$ cat src/rtl/adpll_pkg.sv
package adpll_pkg;

  typedef enum logic [1:0] {
    PD_IDLE     = 2'd0,
    PD_REF_LEAD = 2'd1,
    PD_FB_LEAD  = 2'd2
  } pd_state_e;

  localparam logic [1:0] FSEL_FRAME = 2'b00;
  localparam logic [1:0] FSEL_T1    = 2'b01;
  localparam logic [1:0] FSEL_E1    = 2'b10;

endpackage

$ cat src/rtl/adpll_phase_det.sv
module adpll_phase_det
  import adpll_pkg::*;
#(
  parameter int ERR_W = 8
) (
  input  logic                    clk,
  input  logic                    rst_n,
  input  logic                    ref_in,
  input  logic                    fb_tick,
  input  logic [ERR_W-2:0]        limit,
  output logic                    err_valid,
  output logic signed [ERR_W-1:0] err
);

  logic ref_s1_q, ref_s2_q, ref_s3_q;
  logic ref_rise;

  pd_state_e              st_q, st_n;
  logic [ERR_W-2:0]       cnt_q, cnt_n;
  logic                   vld_q, vld_n;
  logic signed [ERR_W-1:0] err_q, err_n;

  function automatic logic [ERR_W-2:0] sat_inc(input logic [ERR_W-2:0] v,
                                               input logic [ERR_W-2:0] lim);
    return (v >= lim) ? lim : v + 1'b1;
  endfunction

  // two-flop synchroniser plus edge history
  always_ff @(posedge clk or negedge rst_n) begin
    if (!rst_n) begin
      ref_s1_q <= 1'b0;
      ref_s2_q <= 1'b0;
      ref_s3_q <= 1'b0;
    end else begin
      ref_s1_q <= ref_in;
      ref_s2_q <= ref_s1_q;
      ref_s3_q <= ref_s2_q;
    end
  end

  assign ref_rise = ref_s2_q & ~ref_s3_q;

  always_comb begin
    st_n  = st_q;
    cnt_n = cnt_q;
    vld_n = 1'b0;
    err_n = err_q;
    case (st_q)
      PD_IDLE: begin
        if (ref_rise && fb_tick) begin
          vld_n = 1'b1;
          err_n = '0;
        end else if (ref_rise) begin
          st_n  = PD_REF_LEAD;
          cnt_n = sat_inc('0, limit);
        end else if (fb_tick) begin
          st_n  = PD_FB_LEAD;
          cnt_n = sat_inc('0, limit);
        end
      end
      PD_REF_LEAD: begin
        if (fb_tick) begin
          vld_n = 1'b1;
          err_n = $signed({1'b0, cnt_q});
          st_n  = PD_IDLE;
        end else begin
          cnt_n = sat_inc(cnt_q, limit);
        end
      end
      PD_FB_LEAD: begin
        if (ref_rise) begin
          vld_n = 1'b1;
          err_n = -$signed({1'b0, cnt_q});
          st_n  = PD_IDLE;
        end else begin
          cnt_n = sat_inc(cnt_q, limit);
        end
      end
      default: st_n = PD_IDLE;
    endcase
  end

  always_ff @(posedge clk or negedge rst_n) begin
    if (!rst_n) begin
      st_q  <= PD_IDLE;
      cnt_q <= '0;
      vld_q <= 1'b0;
      err_q <= '0;
    end else begin
      st_q  <= st_n;
      cnt_q <= cnt_n;
      vld_q <= vld_n;
      err_q <= err_n;
    end
  end

  assign err_valid = vld_q;
  assign err       = err_q;

endmodule

$ cat src/rtl/adpll_loop_filt.sv
module adpll_loop_filt #(
  parameter int ERR_W     = 8,
  parameter int CORR_W    = 16,
  parameter int KP_SHIFT  = 6,
  parameter int LPF_SHIFT = 2
) (
  input  logic                     clk,
  input  logic                     rst_n,
  input  logic                     err_valid,
  input  logic signed [ERR_W-1:0]  err,
  input  logic                     holdover,
  input  logic                     freerun,
  output logic signed [CORR_W-1:0] corr
);

  localparam int WW = CORR_W + 2;

  logic signed [WW-1:0]     err_ext, target, corr_ext, diff, step;
  logic signed [CORR_W-1:0] corr_q, corr_n;
  logic                     upd_en;

  always_comb begin
    err_ext  = WW'(err);
    target   = err_ext <<< KP_SHIFT;
    corr_ext = WW'(corr_q);
    diff     = target - corr_ext;
    step     = diff >>> LPF_SHIFT;
    upd_en   = freerun | (err_valid & ~holdover);
    if (freerun) corr_n = '0;
    else         corr_n = CORR_W'(corr_ext + step);
  end

  always_ff @(posedge clk or negedge rst_n) begin
    if (!rst_n)      corr_q <= '0;
    else if (upd_en) corr_q <= corr_n;
  end

  assign corr = corr_q;

endmodule

$ cat src/rtl/adpll_dco.sv
module adpll_dco
  import adpll_pkg::*;
#(
  parameter int ACC_W      = 16,
  parameter int NUM_DIV    = 3,
  parameter int CNT_W      = 16,
  parameter int FB_DIV_FRM = 2048,
  parameter int FB_DIV_T1  = 11,
  parameter int FB_DIV_E1  = 8,
  parameter int FRAME_DIV  = 2048
) (
  input  logic               clk,
  input  logic               rst_n,
  input  logic [ACC_W-1:0]   freq_word,
  input  logic [1:0]         fsel,
  output logic               dco_clk,
  output logic [NUM_DIV-1:0] div_clk,
  output logic               fb_tick,
  output logic               frame_pulse
);

  localparam logic [CNT_W-1:0] FRAME_LAST = CNT_W'(FRAME_DIV - 1);

  logic [ACC_W-1:0] acc_q, acc_n;
  logic             rise;
  logic [CNT_W-1:0] ratio, fb_cnt_q, fb_cnt_n, fr_cnt_q, fr_cnt_n;
  logic             fb_wrap, fr_wrap, fb_tick_q, fr_pulse_q;
  logic [NUM_DIV-1:0] tog;

  always_comb begin
    acc_n = acc_q + freq_word;
    rise  = ~acc_q[ACC_W-1] & acc_n[ACC_W-1];
    case (fsel)
      FSEL_T1: ratio = CNT_W'(FB_DIV_T1);
      FSEL_E1: ratio = CNT_W'(FB_DIV_E1);
      default: ratio = CNT_W'(FB_DIV_FRM);
    endcase
    fb_wrap  = (fb_cnt_q >= ratio - 1'b1);
    fb_cnt_n = fb_wrap ? '0 : fb_cnt_q + 1'b1;
    fr_wrap  = (fr_cnt_q >= FRAME_LAST);
    fr_cnt_n = fr_wrap ? '0 : fr_cnt_q + 1'b1;
  end

  always_ff @(posedge clk or negedge rst_n) begin
    if (!rst_n) begin
      acc_q      <= '0;
      fb_cnt_q   <= '0;
      fr_cnt_q   <= '0;
      fb_tick_q  <= 1'b0;
      fr_pulse_q <= 1'b0;
    end else begin
      acc_q      <= acc_n;
      fb_tick_q  <= rise & fb_wrap;
      fr_pulse_q <= rise & fr_wrap;
      if (rise) begin
        fb_cnt_q <= fb_cnt_n;
        fr_cnt_q <= fr_cnt_n;
      end
    end
  end

  // ripple-enable chain of toggle stages, one per divided clock
  for (genvar i = 0; i < NUM_DIV; i++) begin : g_div
    logic stage_q;
    if (i == 0) begin : g_first
      assign tog[i] = rise;
    end else begin : g_next
      assign tog[i] = tog[i-1] & div_clk[i-1];
    end
    always_ff @(posedge clk or negedge rst_n) begin
      if (!rst_n)      stage_q <= 1'b0;
      else if (tog[i]) stage_q <= ~stage_q;
    end
    assign div_clk[i] = stage_q;
  end

  assign dco_clk     = acc_q[ACC_W-1];
  assign fb_tick     = fb_tick_q;
  assign frame_pulse = fr_pulse_q;

endmodule

$ cat src/rtl/adpll_lock_det.sv
module adpll_lock_det #(
  parameter int ERR_W  = 8,
  parameter int LOCK_W = 8
) (
  input  logic                    clk,
  input  logic                    rst_n,
  input  logic                    err_valid,
  input  logic signed [ERR_W-1:0] err,
  input  logic [ERR_W-2:0]        thresh,
  input  logic [LOCK_W-1:0]       need,
  output logic                    locked
);

  logic [ERR_W-1:0]  mag;
  logic              good;
  logic [LOCK_W-1:0] cnt_q, cnt_n;
  logic              lock_q, lock_n;

  always_comb begin
    mag = err[ERR_W-1] ? ERR_W'(-err) : ERR_W'(err);
    good = (mag < {1'b0, thresh});
    if (good) begin
      cnt_n  = (cnt_q < need) ? cnt_q + 1'b1 : cnt_q;
      lock_n = (cnt_n >= need);
    end else begin
      cnt_n  = '0;
      lock_n = 1'b0;
    end
  end

  always_ff @(posedge clk or negedge rst_n) begin
    if (!rst_n) begin
      cnt_q  <= '0;
      lock_q <= 1'b0;
    end else if (err_valid) begin
      cnt_q  <= cnt_n;
      lock_q <= lock_n;
    end
  end

  assign locked = lock_q;

endmodule

$ cat src/rtl/adpll_top.sv
module adpll_top #(
  parameter int ACC_W      = 16,
  parameter int NOM_WORD   = 16384,
  parameter int NUM_DIV    = 3,
  parameter int CNT_W      = 16,
  parameter int FB_DIV_FRM = 2048,
  parameter int FB_DIV_T1  = 11,
  parameter int FB_DIV_E1  = 8,
  parameter int FRAME_DIV  = 2048,
  parameter int ERR_W      = 8,
  parameter int LOCK_W     = 8,
  parameter int KP_SHIFT   = 6,
  parameter int LPF_SHIFT  = 2
) (
  input  logic               clk,
  input  logic               rst_n,
  input  logic               ref_in,
  input  logic [1:0]         fsel,
  input  logic               holdover,
  input  logic               freerun,
  input  logic [ERR_W-2:0]   pd_limit,
  input  logic [ERR_W-2:0]   lock_thresh,
  input  logic [LOCK_W-1:0]  lock_count,
  output logic               dco_clk,
  output logic [NUM_DIV-1:0] div_clk,
  output logic               fb_tick,
  output logic               frame_pulse,
  output logic               locked,
  output logic [ACC_W-1:0]   freq_word
);

  localparam logic [ACC_W-1:0] NOM_L = ACC_W'(NOM_WORD);

  logic                    rs1_q, rs2_q, srst_n;
  logic                    err_valid;
  logic signed [ERR_W-1:0] pd_err;
  logic signed [ACC_W-1:0] corr;

  always_ff @(posedge clk or negedge rst_n) begin
    if (!rst_n) begin
      rs1_q <= 1'b0;
      rs2_q <= 1'b0;
    end else begin
      rs1_q <= 1'b1;
      rs2_q <= rs1_q;
    end
  end
  assign srst_n = rs2_q;

  adpll_phase_det #(.ERR_W(ERR_W)) u_pd (
    .clk(clk), .rst_n(srst_n), .ref_in(ref_in), .fb_tick(fb_tick),
    .limit(pd_limit), .err_valid(err_valid), .err(pd_err)
  );

  adpll_loop_filt #(.ERR_W(ERR_W), .CORR_W(ACC_W), .KP_SHIFT(KP_SHIFT),
                    .LPF_SHIFT(LPF_SHIFT)) u_lf (
    .clk(clk), .rst_n(srst_n), .err_valid(err_valid), .err(pd_err),
    .holdover(holdover), .freerun(freerun), .corr(corr)
  );

  assign freq_word = NOM_L + $unsigned(corr);

  adpll_dco #(.ACC_W(ACC_W), .NUM_DIV(NUM_DIV), .CNT_W(CNT_W),
              .FB_DIV_FRM(FB_DIV_FRM), .FB_DIV_T1(FB_DIV_T1),
              .FB_DIV_E1(FB_DIV_E1), .FRAME_DIV(FRAME_DIV)) u_dco (
    .clk(clk), .rst_n(srst_n), .freq_word(freq_word), .fsel(fsel),
    .dco_clk(dco_clk), .div_clk(div_clk), .fb_tick(fb_tick),
    .frame_pulse(frame_pulse)
  );

  adpll_lock_det #(.ERR_W(ERR_W), .LOCK_W(LOCK_W)) u_lock (
    .clk(clk), .rst_n(srst_n), .err_valid(err_valid), .err(pd_err),
    .thresh(lock_thresh), .need(lock_count), .locked(locked)
  );

endmodule

$ cat config.mk
export PLATFORM = sky130hd
export DESIGN_NAME = adpll_top
export DESIGN_NICKNAME = d
export VERILOG_FILES = /design/src/rtl/adpll_pkg.sv /design/src/rtl/adpll_phase_det.sv /design/src/rtl/adpll_loop_filt.sv /design/src/rtl/adpll_dco.sv /design/src/rtl/adpll_lock_det.sv /design/src/rtl/adpll_top.sv
export SDC_FILE = /design/constraint.sdc
export NUM_CORES = 1
export LEC_CHECK = 0
export BUFFER_PORTS_ARGS = -buffer_cell sky130_fd_sc_hd__buf_2
export CAP_MARGIN = 20
export CORE_ASPECT_RATIO = 1.5
export CORE_MARGIN = 5
export CORE_UTILIZATION = 67
export CTS_CLUSTER_SIZE = 16
export DETAILED_ROUTE_END_ITERATION = 12
export PLACE_DENSITY = 0.85
export SYNTH_ARGS = -nofsm -noshare
export SYNTH_HDL_FRONTEND = slang
export SYNTH_SLANG_ARGS = --single-unit
$ cat constraint.sdc
create_clock -name clk -period 7 [get_ports clk]
set_input_delay 1.05 -clock clk [delete_from_list [all_inputs] [get_ports clk]]
set_output_delay 1.05 -clock clk [all_outputs]
set_load 0.05 [all_outputs]
Word level (Yosys, flattened, before mapping). Index checks and enable logic that the tools add are counted.

Register bits after elaboration: 101. Output and inout port bits: 23. Logic and storage cells: 99. Input port bits: 29.

Bitwise logic cells: 14. Add/subtract/negate cells: 11. Muxes and demuxes: 30. Eq/ne operators: 11. Reductions and logical operators: 6. Magnitude comparators: 7.

Operators with widths (number): 7-bit 2-to-1 mux (7); 16-bit 2-to-1 mux (3); 8-bit 2-to-1 mux (6); 16-bit by 1-bit adder with 16-bit output (second input constant) (2); 12-bit one-hot mux with 2 select lines (1); 8-bit one-hot mux with 3 select lines (1); 7-bit one-hot mux with 3 select lines (1); 14-bit by 16-bit subtractor with 17-bit output (1); 15-bit by 16-bit adder with 16-bit output (first input constant) (1); 16-bit by 15-bit adder with 16-bit output (1); 16-bit adder (1); 16-bit by 11-bit greater-or-equal comparator with 1-bit output (second input constant) (1); 16-bit greater-or-equal comparator (1); 12-bit by 1-bit subtractor with 13-bit output (second input constant) (1); 2-bit 2-to-1 mux (5); 8-bit by 1-bit adder with 8-bit output (second input constant) (1); 8-bit greater-or-equal comparator (1); 8-bit by 7-bit less-than comparator with 1-bit output (1); 8-bit less-than comparator (1); 7-bit negation with 8-bit output (1); 8-bit negation (1); 4-bit AND reduction (2); 7-bit by 1-bit adder with 7-bit output (second input constant) (1); 1-bit bitwise AND (7); other kinds (16) (30).

Logic depth before layout (Yosys ltp).
Word-level depth: 6. Gate-level depth with buffers: 17. Mapped depth without buffers: 17.

Modules after synthesis. A second synthesis with hierarchy kept.

Cell total of the unflattened synthesis: 878. Area, all modules: 7932.6 µm².

By module, submodules not included: adpll_dco (instances 1, cells an instance 332, sequential area each 1326.3 µm², area an instance 3285.7 µm²); adpll_loop_filt (instances 1, cells an instance 252, sequential area each 400.4 µm², area an instance 1986.9 µm²); adpll_phase_det (instances 1, cells an instance 155, sequential area each 525.5 µm², area an instance 1417.6 µm²); adpll_lock_det (instances 1, cells an instance 134, sequential area each 225.2 µm², area an instance 1176.1 µm²); adpll_top (instances 1, cells an instance 5, sequential area each 50.0 µm², area an instance 66.3 µm²).

Least setup slack after synthesis. OpenSTA, ideal clock, no wires.

Kind: register -> register. From: reg u_lf.corr_q[6], in the netlist u_lf.corr[6]. To: reg u_lf.corr_q[15], in the netlist u_lf.corr[15]. Clock period less this slack: 3.820 ns. Setup time: 0.071 ns. Buffers on the path: 0. Setup slack: 3.180 ns. Data required time: 6.929 ns. Data arrival time: 3.749 ns. Cell stages (with the launch flop): 16. Path through: dfrtp_1 -> inv_1 -> ha_1 -> or4bb_1 -> o21a_4 -> nor2b_1 -> o21ai_0 -> nand2b_1 -> xor2_1 -> ha_1 -> a2111o_1 -> a211oi_1 -> nand4b_1 -> a31o_2 -> or4_1 -> nand4_1.

Cells in the longest elaborated chain, start to end: 3.

Ends and longest elaborated chain: from (decl) (line adpll_loop_filt.sv:19) `logic signed [CORR_W-1:0] corr_q, corr_n;`; from (signal assigned) (line adpll_loop_filt.sv:35) `else if (upd_en) corr_q <= corr_n;`; 14-bit by 16-bit subtractor with 17-bit output (line adpll_loop_filt.sv:26) `diff = target - corr_ext;`; 16-bit by 15-bit adder with 16-bit output (*) (line adpll_loop_filt.sv:30) `else corr_n = CORR_W'(corr_ext + step);`; 16-bit 2-to-1 mux (*) (line adpll_loop_filt.sv:29) `if (freerun) corr_n = '0;`.

Every way passes the cells marked *; elsewhere a longest branch is shown, timed or not. A chain may end at the register's enable or synchronous reset.

Final worst setup path. Same ends and word-level chain as after synthesis.

==> results.sh <==
export IMPL_cts_tree="yes"
export IMPL_syn_mean_instance_area_um2=8.74
export IMPL_power_density_nw_per_um2=247
export IMPL_yosysWarnings=0
export IMPL_crit_path_top_delay_cell="or4bb_1"
export IMPL_hold_path_class="flop to async pin"
export IMPL_fin_util_pct=73.0
export IMPL_cp_arrival_ns=4.67
export IMPL_fmax_ghz=0.228
export IMPL_route_met2_wl_um=9580
export IMPL_finalInstanceArea_um2=8330
export IMPL_clock_latency_ns=0.36
export IMPL_skew_ns=0.0118
export IMPL_cts_buffers_inserted=9
export IMPL_cp_max_fo=6
export IMPL_setup_tns_ns=0
export IMPL_worst_setup_path_end_kind="flop"
export IMPL_core_rowCount=48
export IMPL_drtPass1Iterations=6
export IMPL_die_h_um=141
export IMPL_tightest_slew_ns=0.929
export IMPL_vias=6722
export IMPL_cp_slowest_stage_delay_ns=0.50
export IMPL_finalSetupViolations=0
export IMPL_crit_required_ns=7.28
export IMPL_wl_per_cell_um=16.8
export IMPL_m1WireLength_um=6850
export IMPL_cp_buffers_inverters=1
export IMPL_hold_viol_final=0
export IMPL_rsz0062_at_grt="no"
export IMPL_place_congestion=0.934
export IMPL_drtIter0Drc=364
export IMPL_postCtsHoldBufs=0
export IMPL_setup_slack_ns=2.61
export IMPL_cts_setup_buffers=0
export IMPL_numPlacedInstances=1046
export IMPL_synth_area_um2=7720
export IMPL_preCtsSetupSlack_ns=2.78
export IMPL_synth_cell_types=71
export IMPL_track_usage_pct=26.3
export IMPL_synth_edf_count=0
export IMPL_synth_seq_cells=101
export IMPL_io_buffers=51
export IMPL_grt_pass1_vias=6836
export IMPL_start_kind="flop"
export IMPL_fillCellCount=870
export IMPL_finalCriticalPeriod_ns=4.39
export IMPL_avgViaCountPerCell=6.32
export IMPL_period_share_pct=62.7
export IMPL_path_cells="inv_1 > ha_1 > or4bb_1 > o21a_4 > nor2b_1 > o21ai_0 > nand2b_1 > xor2_1 > ha_1 > a2111o_1 > a211oi_1 > nand4b_1 > a31o_2 > or4_1 > nand4_1"
export IMPL_critPathMostFrequentCell="ha_1"
export IMPL_grt_first_pass_wirelength_um=30300
export IMPL_cts_resized=0
export IMPL_clk_pin_slew_ns=0.08
export IMPL_htree_num_levels=3
export IMPL_criticalPathCategory="flop to flop"
export IMPL_clock_root_buffer="clkbuf_16"
export IMPL_ir_drop_mv=0.227
export IMPL_grt_overflow=0
export IMPL_status="complete, no violations"
export IMPL_cts_sinks=101
export IMPL_maxCapViolCount=0
export IMPL_leakagePower_nw=4.07
export IMPL_rr_worst_depth=15
export IMPL_core_area_um2=11400
export IMPL_instances_no_fill=1063
export IMPL_slew_violations=0
export IMPL_rr_endpoint="u_lf.corr[15]"
export IMPL_crit_family="simple AND/OR/NAND/NOR gates"
export IMPL_grt_antenna_before_repair=0
export IMPL_synthCells=883
export IMPL_clock_path_buffers=2
export IMPL_dr_wl_met3_um=622
export IMPL_async_reset_ff_share_pct=100
export IMPL_fp_dieW_um=97.6
export IMPL_drc=0
export IMPL_synth_ff_type="dfrtp_1"
export IMPL_die_area_um2=13800
export IMPL_antennaDiodeCount=0
export IMPL_relSlewSlack_pct=38.1
export IMPL_start_util_pct=67.6
export IMPL_nNetsFinal=1029
export IMPL_worst_r2r_setup_slack_ns=2.61
export IMPL_totalWireLength_um=17800
export IMPL_syn_num_nets=1004
export IMPL_crit_cells=15
export IMPL_r2r_start="u_lf.corr[6]"
export IMPL_dp_hpwl_um=13100
export IMPL_highest_signal_layer="met4"
export IMPL_ioPinCount=52
export IMPL_drive_gt1_share_pct=10.2
export IMPL_grt_max_degree=74
export IMPL_ys_seq_area_share_pct=32.7
export IMPL_final_antenna_net_count=0
export IMPL_area_growth_pct=7.88
export IMPL_placed_cell_area_um2=7970
==> cell type report <==
| class | instances | area (µm²) | share of cell area [%] |
|---|---|---|---|
| clock inverters | 7 | 121 | 1.46 |
| clock buffers | 9 | 225 | 2.70 |
| well taps | 150 | 188 | 2.25 |
| repair buffers | 55 | 285 | 3.43 |
| inverters | 68 | 255 | 3.07 |
| flip-flops and latches | 101 | 2530 | 30.4 |
| multi-input cells | 673 | 4720 | 56.7 |
==> cells in the mapped netlist, drive strengths merged (5+ instances only) <==
library cell / n / area, µm²
a21oi: 49 / 245
nand2: 66 / 248
buf: 20 / 140
and2: 7 / 46.3
o21a: 12 / 97.6
clkbuf: 21 / 78.8
o31ai: 12 / 90.1
or4: 5 / 38.8
ha: 90 / 1130
nand3: 29 / 145
nor2b: 13 / 81.3
o21ai: 66 / 330
or3: 10 / 62.6
a31oi: 7 / 43.8
nand2b: 23 / 144
inv: 68 / 255
a21o: 18 / 135
nand4: 13 / 81.3
and3: 13 / 81.3
mux2: 5 / 56.3
xnor2: 37 / 324
a211oi: 21 / 163
mux2i: 8 / 80.1
a22o: 5 / 43.8
o22ai: 8 / 50.1
dfrtp: 101 / 2530
a221o: 5 / 50.1
nor3: 17 / 85.1
nor2: 60 / 225
o2bb2ai: 6 / 52.6
xor2: 13 / 114
==> worst max-delay path by stage <==
stage,start,to,slack (ns)
2_1_floorplan,u_lf.corr[6],u_lf.corr[15],3.18
3_3_place_gp,lock_count[4],u_lock.locked,2.96
3_5_place_dp,lock_count[4],u_lock.locked,2.78
4_1_cts,u_lf.corr[6],u_lf.corr[15],2.76
5_1_grt,u_lf.corr[6],u_lf.corr[15],2.47
6_report,u_lf.corr[6],u_lf.corr[15],2.61
==> where the power goes <==
| group | total, mW | leakage (nW) | internal (mW) | switching (mW) |
|---|---|---|---|---|
| clock network | 0.583 | 0.170 | 0.352 | 0.231 |
| registers | 0.726 | 1.34 | 0.648 | 0.0780 |
| logic | 0.745 | 2.57 | 0.294 | 0.451 |
| total | 2.05 | 4.07 | 1.29 | 0.760 |
==> placed cells by master, fill, tap and decap left out, types with 23 or more instances in the layout <==
| cell | synthesis | routed |
|---|---|---|
| a21oi_1 | 49 | 49 |
| buf_2 | 1 | 51 |
| dfrtp_1 | 101 | 100 |
| ha_1 | 90 | 90 |
| inv_1 | 67 | 67 |
| nand2_1 | 66 | 66 |
| nand2b_1 | 23 | 23 |
| nand3_1 | 29 | 29 |
| nor2_1 | 60 | 60 |
| o21ai_0 | 65 | 65 |
| xnor2_1 | 37 | 37 |
==> registers in the layout (all words and copies together), names as in the netlist, 2 cells and up <==
register	flops
u_pd.st_q	2
u_dco.acc_q	16
u_lock.cnt_q	8
u_dco.fb_cnt_q	16
u_dco.fr_cnt_q	16
u_dco.g_div.stage_q	3
u_pd.cnt_q	7
u_lf.corr	16
u_pd.err	8
==> logic make-up after synthesis <==
kind of cell               Yosys count  share of synthesized area, %
AOI/OAI and AO/OA                  240                          20.4
muxes                               13                          1.77
buffers and inverters              109                          6.14
other                                1                        0.0486
xor gates and xnor gates            50                          5.67
and+or+nand+nor                    277                          18.1
DFF                                101                          32.7
adders and majority gates           92                          15.1
==> metal layers <==
metal	up-vias	GRT usage, %
li1	3203	-
met1	3246	28.3
met2	199	48.8
met3	74	3.64
met4	0	15.0
met5	-	0
==> stage by stage <==
stage | power, mW | hold WS, ns
2_1_floorplan | 1.31 | 0.331
3_3_place_gp | 1.42 | 0.250
3_5_place_dp | 1.46 | 0.258
4_1_cts | 2.05 | 0.265
5_1_grt | 2.18 | 0.277
6_report | 2.05 | 0.249
No activity file was read; power rests on OpenSTA's default activity.
